**config.mk**
```make
export PLATFORM = sky130hd
export DESIGN_NAME = rtc_indexed
export DESIGN_NICKNAME = d
export VERILOG_FILES = /design/src/rtl/rtc_idx_pkg.sv /design/src/rtl/rtc_divider.sv /design/src/rtl/rtc_timekeeper.sv /design/src/rtl/rtc_periodic.sv /design/src/rtl/rtc_indexed.sv
export SDC_FILE = /design/constraint.sdc
export NUM_CORES = 1
export LEC_CHECK = 0
export ABC_CLOCK_PERIOD_IN_PS = 2500
export BUFFER_PORTS_ARGS = -buffer_cell sky130_fd_sc_hd__buf_4
export CORE_AREA = 2 2 96 98
export CTS_CLUSTER_DIAMETER = 80
export CTS_CLUSTER_SIZE = 30
export DETAILED_ROUTE_END_ITERATION = 8
export DIE_AREA = 0 0 98 100
export PLACE_DENSITY = 0.65
export SYNTH_ARGS = -nofsm -noshare
export SYNTH_HDL_FRONTEND = slang
export SYNTH_SLANG_ARGS = --single-unit
```
**constraint.sdc**
```tcl
create_clock -name clk -period 2.5 [get_ports clk]
set_input_delay 0.25 -clock clk [delete_from_list [all_inputs] [get_ports clk]]
set_output_delay 0.25 -clock clk [all_outputs]
set_load 0.05 [all_outputs]
```
**src/rtl/rtc_idx_pkg.sv**
```systemverilog
package rtc_idx_pkg;
  localparam logic [6:0] IDX_SEC  = 7'h00;
  localparam logic [6:0] IDX_MIN  = 7'h02;
  localparam logic [6:0] IDX_HR   = 7'h04;
  localparam logic [6:0] IDX_CTRL = 7'h0B;
  localparam logic [6:0] IDX_STAT = 7'h0C;

  localparam logic [7:0] CTRL_RESET = 8'h42;
  localparam int PIE_BIT  = 6;

  localparam logic [7:0] SEC_LAST = 8'd59;
  localparam logic [7:0] MIN_LAST = 8'd59;
  localparam logic [7:0] HR_LAST  = 8'd23;

  typedef enum logic [1:0] {
    FLD_NONE = 2'd0,
    FLD_SEC  = 2'd1,
    FLD_MIN  = 2'd2,
    FLD_HR   = 2'd3
  } time_fld_e;
endpackage

```
**src/rtl/rtc_divider.sv**
```systemverilog
module rtc_divider #(
  parameter int unsigned LIMIT = 1000
) (
  input  logic clk,
  input  logic rst_n,
  input  logic restart,
  output logic tick
);
  localparam int unsigned CW = (LIMIT > 1) ? $clog2(LIMIT) : 1;
  localparam logic [CW-1:0] LAST = CW'(LIMIT - 1);

  logic [CW-1:0] cnt_q, cnt_d;

  always_comb begin
    cnt_d = cnt_q;
    if (restart)
      cnt_d = '0;
    else if (cnt_q == LAST)
      cnt_d = '0;
    else
      cnt_d = cnt_q + 1'b1;
  end

  assign tick = (cnt_q == LAST);

  always_ff @(posedge clk or negedge rst_n) begin
    if (!rst_n) cnt_q <= '0;
    else        cnt_q <= cnt_d;
  end

  AST_RESTART_ZERO: assert property (@(posedge clk) disable iff (!rst_n)
    restart |=> (cnt_q == '0));
endmodule

```
**src/rtl/rtc_timekeeper.sv**
```systemverilog
module rtc_timekeeper
  import rtc_idx_pkg::*;
(
  input  logic      clk,
  input  logic      rst_n,
  input  logic      tick,
  input  time_fld_e wr_fld,
  input  logic [7:0] wr_val,
  output logic [7:0] sec_o,
  output logic [7:0] min_o,
  output logic [7:0] hr_o
);
  logic [7:0] sec_q, min_q, hr_q;
  logic [7:0] sec_d, min_d, hr_d;

  always_comb begin
    sec_d = sec_q;
    min_d = min_q;
    hr_d  = hr_q;
    case (wr_fld)
      FLD_SEC: sec_d = wr_val;
      FLD_MIN: min_d = wr_val;
      FLD_HR:  hr_d  = wr_val;
      default: begin
        if (tick) begin
          if (sec_q >= SEC_LAST) begin
            sec_d = '0;
            if (min_q >= MIN_LAST) begin
              min_d = '0;
              hr_d  = (hr_q >= HR_LAST) ? 8'd0 : hr_q + 8'd1;
            end else begin
              min_d = min_q + 8'd1;
            end
          end else begin
            sec_d = sec_q + 8'd1;
          end
        end
      end
    endcase
  end

  always_ff @(posedge clk or negedge rst_n) begin
    if (!rst_n) begin
      sec_q <= '0;
      min_q <= '0;
      hr_q  <= '0;
    end else begin
      sec_q <= sec_d;
      min_q <= min_d;
      hr_q  <= hr_d;
    end
  end

  assign sec_o = sec_q;
  assign min_o = min_q;
  assign hr_o  = hr_q;

  AST_SEC_WRAP: assert property (@(posedge clk) disable iff (!rst_n)
    (tick && wr_fld == FLD_NONE && sec_q == SEC_LAST) |=> (sec_q == 8'd0));
  AST_SEC_IDLE: assert property (@(posedge clk) disable iff (!rst_n)
    (!tick && wr_fld == FLD_NONE) |=> $stable(sec_q));
endmodule

```
**src/rtl/rtc_periodic.sv**
```systemverilog
module rtc_periodic #(
  parameter int unsigned PER_CYCLES = 100
) (
  input  logic clk,
  input  logic rst_n,
  input  logic ack,
  output logic pend
);
  logic evt;
  logic pend_q, pend_d;

  rtc_divider #(.LIMIT(PER_CYCLES)) u_per_div (
    .clk     (clk),
    .rst_n   (rst_n),
    .restart (1'b0),
    .tick    (evt)
  );

  always_comb begin
    pend_d = pend_q;
    if (evt)
      pend_d = 1'b1;
    else if (ack)
      pend_d = 1'b0;
  end

  always_ff @(posedge clk or negedge rst_n) begin
    if (!rst_n) pend_q <= 1'b0;
    else        pend_q <= pend_d;
  end

  assign pend = pend_q;

  AST_FLAG_CAUSE: assert property (@(posedge clk) disable iff (!rst_n)
    $rose(pend_q) |-> $past(evt));
  AST_FLAG_STICKY: assert property (@(posedge clk) disable iff (!rst_n)
    (pend_q && !ack) |=> pend_q);
  AST_FLAG_CLEAR: assert property (@(posedge clk) disable iff (!rst_n)
    (ack && !evt) |=> !pend_q);
endmodule

```
**src/rtl/rtc_indexed.sv**
```systemverilog
module rtc_indexed
  import rtc_idx_pkg::*;
#(
  parameter int unsigned SEC_CYCLES = 1000,
  parameter int unsigned PER_CYCLES = 100
) (
  input  logic       clk,
  input  logic       rst_n,
  input  logic       bus_en,
  input  logic       bus_wr,
  input  logic       bus_port,
  input  logic [7:0] bus_wdata,
  output logic [7:0] bus_rdata,
  output logic       irq
);
  logic [6:0] index_q, index_d;
  logic [7:0] ctrl_q, ctrl_d;
  logic [7:0] rdata_q, rdata_d;
  logic       idx_wr, data_wr, data_rd, stat_ack;
  logic       sec_tick, pend;
  time_fld_e  wr_fld;
  logic [7:0] sec_v, min_v, hr_v, stat_byte, rd_mux;

  assign idx_wr   = bus_en &  bus_wr & ~bus_port;
  assign data_wr  = bus_en &  bus_wr &  bus_port;
  assign data_rd  = bus_en & ~bus_wr &  bus_port;
  assign stat_ack = data_rd && (index_q == IDX_STAT);

  always_comb begin
    wr_fld = FLD_NONE;
    if (data_wr) begin
      case (index_q)
        IDX_SEC: wr_fld = FLD_SEC;
        IDX_MIN: wr_fld = FLD_MIN;
        IDX_HR:  wr_fld = FLD_HR;
        default: wr_fld = FLD_NONE;
      endcase
    end
  end

  rtc_divider #(.LIMIT(SEC_CYCLES)) u_sec_div (
    .clk     (clk),
    .rst_n   (rst_n),
    .restart (wr_fld == FLD_SEC),
    .tick    (sec_tick)
  );

  rtc_timekeeper u_time (
    .clk    (clk),
    .rst_n  (rst_n),
    .tick   (sec_tick),
    .wr_fld (wr_fld),
    .wr_val (bus_wdata),
    .sec_o  (sec_v),
    .min_o  (min_v),
    .hr_o   (hr_v)
  );

  rtc_periodic #(.PER_CYCLES(PER_CYCLES)) u_per (
    .clk   (clk),
    .rst_n (rst_n),
    .ack   (stat_ack),
    .pend  (pend)
  );

  assign stat_byte = {pend & ctrl_q[PIE_BIT], pend, 6'b0};

  always_comb begin
    case (index_q)
      IDX_SEC:  rd_mux = sec_v;
      IDX_MIN:  rd_mux = min_v;
      IDX_HR:   rd_mux = hr_v;
      IDX_CTRL: rd_mux = ctrl_q;
      IDX_STAT: rd_mux = stat_byte;
      default:  rd_mux = 8'h00;
    endcase
  end

  always_comb begin
    index_d = idx_wr ? bus_wdata[6:0] : index_q;
    ctrl_d  = (data_wr && index_q == IDX_CTRL) ? bus_wdata : ctrl_q;
    rdata_d = data_rd ? rd_mux : rdata_q;
  end

  always_ff @(posedge clk or negedge rst_n) begin
    if (!rst_n) begin
      index_q <= '0;
      ctrl_q  <= CTRL_RESET;
      rdata_q <= '0;
    end else begin
      index_q <= index_d;
      ctrl_q  <= ctrl_d;
      rdata_q <= rdata_d;
    end
  end

  assign bus_rdata = rdata_q;
  assign irq       = pend & ctrl_q[PIE_BIT];

  AST_INDEX_HOLD: assert property (@(posedge clk) disable iff (!rst_n)
    !idx_wr |=> $stable(index_q));
  AST_RDATA_HOLD: assert property (@(posedge clk) disable iff (!rst_n)
    !data_rd |=> $stable(bus_rdata));
  AST_FOREIGN_READ_KEEPS: assert property (@(posedge clk) disable iff (!rst_n)
    (irq && data_rd && index_q != IDX_STAT && !(data_wr && index_q == IDX_CTRL)) |=> irq);
  AST_CTRL_ONLY_BY_WRITE: assert property (@(posedge clk) disable iff (!rst_n)
    !data_wr |=> $stable(ctrl_q));
endmodule

```
==> results.txt <==
----------------------------------------------------
[Run status]
  Outcome ... complete, no violations

[Setup path]
  Crit end category ... flip-flop
  CP Class ... flip-flop to flip-flop
  Crit path max fanout ... 7
  Crit path launch ... index_q[4]$_DFFE_PN0P_
  Crit path max-delay family ... simple AND/OR/NAND/NOR gates
  Largest incremental delay on the critical path ... 430 ps
  Signal arrival time at the worst endpoint ... 2760 ps
  Count of buffering cells on the critical path with inverters included ... 2
  Ordered list of cells on the worst path ... nor4_4, buf_4, nand3_2, a21oi_4, inv_1, ha_4, or3_4, o31ai_4, a22o_1
  Worst Setup Start Kind ... flip-flop
  Critical-path cell with the highest stage delay ... sky130_fd_sc_hd__or3_4
  Required time reported for the critical path endpoint ... 2780 ps
  R2R Path Start ... index_q[4]$_DFFE_PN0P_

[Placement]
  Final weighted congestion in routability-driven placement ... 0.9066
  Number of input and output port buffers inserted ... 21
  Cell area reported after detailed placement ... 3993 um^2
  Setup WS pre-CTS ... -38.44 ps
  Post-DP HPWL ... 6.598 mm
  Inst Count DP ... 493

[Yosys]
  Fraction of the yosys area taken by sequential cells ... 45.40%
  Number of synthesized register bits ... 65
  Syn nets ... 376
  Post-synth top flop ... sky130_fd_sc_hd__dfrtp_1
  Yosys synthesis warning count ... 0
  Mean instance size in the synthesized netlist ... 10.11 um^2
  Number of flops mapped to enable cells by yosys ... 0
  Fraction of synthesis flops using an asynchronous set or reset pin ... 100.0%
  Post-Synthesis Cells ... 355
  Number of distinct library cell variants in the gate-level netlist after synthesis ... 62
  Mapped cell area ... 3588 um^2

[Clock tree]
  Number of buffers on the longest clock path ... 2
  Register clock-pin slew on the reported worst setup and hold paths ... 70 ps
  TritonCTS sink count ... 65
  Master cell of the clock root buffer ... sky130_fd_sc_hd__clkbuf_8
  TritonCTS clock tree ... yes
  Inserted Clock Buffers ... 9
  Post-cts hold buffer count ... 0
  Worst-skew pair later-pin latency ... 350 ps
  Number of H-tree levels ... 3

[Finish]
  Post-Layout Inst Area ... 4308 um^2
  # nets final ... 421
  Inserted Diodes ... 0
  Area growth, synth to finish ... 20.05%
  Count of placed standard cells in the final layout, fillers left out ... 515
  Layout cells sized above 1 ... 26.24%

[Route]
  Final wirelength ... 9.507 mm
  DR pass1 iterations ... 4
  Remaining DRCs ... 0
  Total via count after detailed routing ... 3050
  WL/cell ... 18.46 um
  Vias/cell ... 5.922
  Antenna violation net count after detailed routing ... 0
  Number of design-rule violations left by the first detailed-router iteration ... 110

[Floorplan]
  I/O pin count ... 22
  Die boundary width ... 98 um
  Die area ... 9800 um^2
  Initial core utilization ... 40.37%
  Number of placement rows ... 35
  Die span in y ... 100 um
  Area of the core ... 8890 um^2

[Pwr]
  Maximum VDD drop ... 0.3945 mV
  Register share of total power ... 46.7%
  Cell-internal power ... 2.085 mW
  Leakage power summed over all cells ... 1.881 nW
  Reported net switching power ... 1.024 mW
  Pwr dens ... 721.7 nW/um^2
  Sw frac ... 32.95%
  Comb power frac ... 22.5%
  Fraction of power consumed by the clock network ... 30.8%

[GRT]
  Global Route Usage Sum ... 20.35%
  Number of global-route vias before repair ... 3042
  Congestion Overflow GR ... 0
  Wire length of the first global-routing pass ... 15.61 mm
  Antenna violations before repair ... 0
  Maximum number of pins on one net before global-route repair ... 66

[Timing]
  Hold Slack ... 2.129 ps
  Tightest Pin Transition ... 850.5 ps
  Post-route minimum period ... 2476 ps
  Final sum of negative setup slack ... 0 ps
  Count of final setup violators ... 0
  Final Worst Setup Slack ... 24.34 ps
  Share of the clock period used by the worst path after layout ... 99.03%
  Hold violation count in the final report ... 0
  Setup clock skew after layout ... 8.052 ps
  RSZ-0062 raised after global routing ... yes
  Worst slew margin ... 43.30%
  Highest clock rate ... 403.9 MHz
  Slew Limit Fails ... 0

[Hold path]
  Path type of the worst min-delay path ... input port to async pin

[Flow run]
  Maxcap violations ... 0

----------------------------------------------------
-- cell usage after synthesis (all sizes together), types with 4 or more instances --
library cell	instances	area share, %
nand2	24	2.5
ha	8	2.8
o31ai	4	0.84
mux2i	8	2.2
a21oi	9	1.3
a22o	14	3.5
o2111a	4	1.3
xor2	6	1.5
o221ai	12	2.9
nand3	26	3.6
and3	5	0.91
nand4	9	1.6
a31oi	6	1.0
o211ai	4	0.84
mux2	19	6.1
o21ai	14	2.0
nor2	23	2.5
buf	4	0.73
clkbuf	10	1.1
dfrtp	63	44
and2	7	1.2
xnor2	6	1.5
inv	21	2.2
-- cells in the final DEF (no fill, tap or decap), drive strengths merged, types with 3 or more instances in the layout --
cell,count
o21ai,14
and2,7
nand4,9
xor2,6
o2111ai,3
nand3b,4
and3b,3
o221ai,12
a21oi,9
o31ai,4
dfrtp,63
a22o,14
and3,5
a211oi,3
nor2,23
nand3,26
buf,47
inv,21
clkbuf,13
o2111a,4
nor3,3
o211ai,4
mux2i,8
xnor2,6
ha,8
mux2,19
nand2,24
a31oi,6
-- kinds of logic (layout without fill, tap and decap cells) --
family,Yosys count,in the layout,share of synthesized area [%]
compound gates,90,90,19.18
buf+inv,35,83,4.010
flops,65,65,45.40
mux,27,27,8.298
xor+xnor,12,12,2.929
simple gates,118,119,17.40
fa+ha+maj,8,8,2.790
-- power groups by stage --
stage,registers [mW],clock network (mW),logic (mW)
2_1_floorplan,1.41,0,0.457
3_3_place_gp,1.46,0,0.639
3_5_place_dp,1.47,0,0.651
4_1_cts,1.45,0.971,0.669
5_1_grt,1.48,1.01,0.779
6_report,1.45,0.957,0.699
-- worst paths after layout --
path,end,slack (ps),depth (start not counted)
max reg2reg,u_time.sec_o[4]$_DFFE_PN0P_,20,9
max in group asynchronous,u_time.min_o[1]$_DFFE_PN0P_,1930,1
min reg2reg,bus_rdata[7]$_DFFE_PN0P_,490,2
max,u_time.sec_o[4]$_DFFE_PN0P_,20,9
min in group clk,u_time.sec_o[7]$_DFFE_PN0P_,180,3
min,u_sec_div.cnt_q[1]$_DFF_PN0_,2,1
-- timing repair --
item	4_1_cts	5_1_grt
resized for setup	4	8
setup endpoints to repair	1	10
hold endpoints to repair	0	0
gates cloned	0	1
buffers inserted	1	5
pin swaps	1	4
-- area by class of cell --
| class | count | area, um^2 |
|---|---|---|
| timing repair buffer | 47 | 352.8 |
| tap | 111 | 138.9 |
| sequential | 65 | 1629 |
| clock inverter | 2 | 37.54 |
| fill | 823 | 4582 |
| multi-input combinational | 256 | 1902 |
| inverter | 21 | 78.83 |
| clock buffer | 13 | 168.9 |
-- through the flow --
step	util, %	power [mW]
3_3_place_gp	44.91	2.098
5_1_grt	48.46	3.271
2_1_floorplan	-	1.870
3_5_place_dp	44.91	2.121
4_1_cts	47.52	3.089
6_report	48.46	3.109
-- routing by layer --
metal	global-route usage, %	wire length (um)
met5	0	0
met2	33.88	4494
met3	3.482	515
met4	9.722	357
met1	25.90	4139
-- sequential cells by signal, summed over array words and instances (netlist names), 7 cells and up --
signal,count
u_time.sec_o,8
u_sec_div.cnt_q,10
index_q,7
ctrl_q,8
u_time.hr_o,8
bus_rdata,8
u_time.min_o,8
u_per.u_per_div.cnt_q,7
-- worst register-to-register path, cell delays in order (launching register included) --
cell and delay [ps]:
sky130_fd_sc_hd__dfrtp_1 420, sky130_fd_sc_hd__nor4_4 380, sky130_fd_sc_hd__buf_4 180, sky130_fd_sc_hd__nand3_2 100, sky130_fd_sc_hd__a21oi_4 170, sky130_fd_sc_hd__inv_1 90
sky130_fd_sc_hd__ha_4 190, sky130_fd_sc_hd__or3_4 430, sky130_fd_sc_hd__o31ai_4 260, sky130_fd_sc_hd__a22o_1 190
Power figures use the tool's default switching activity.
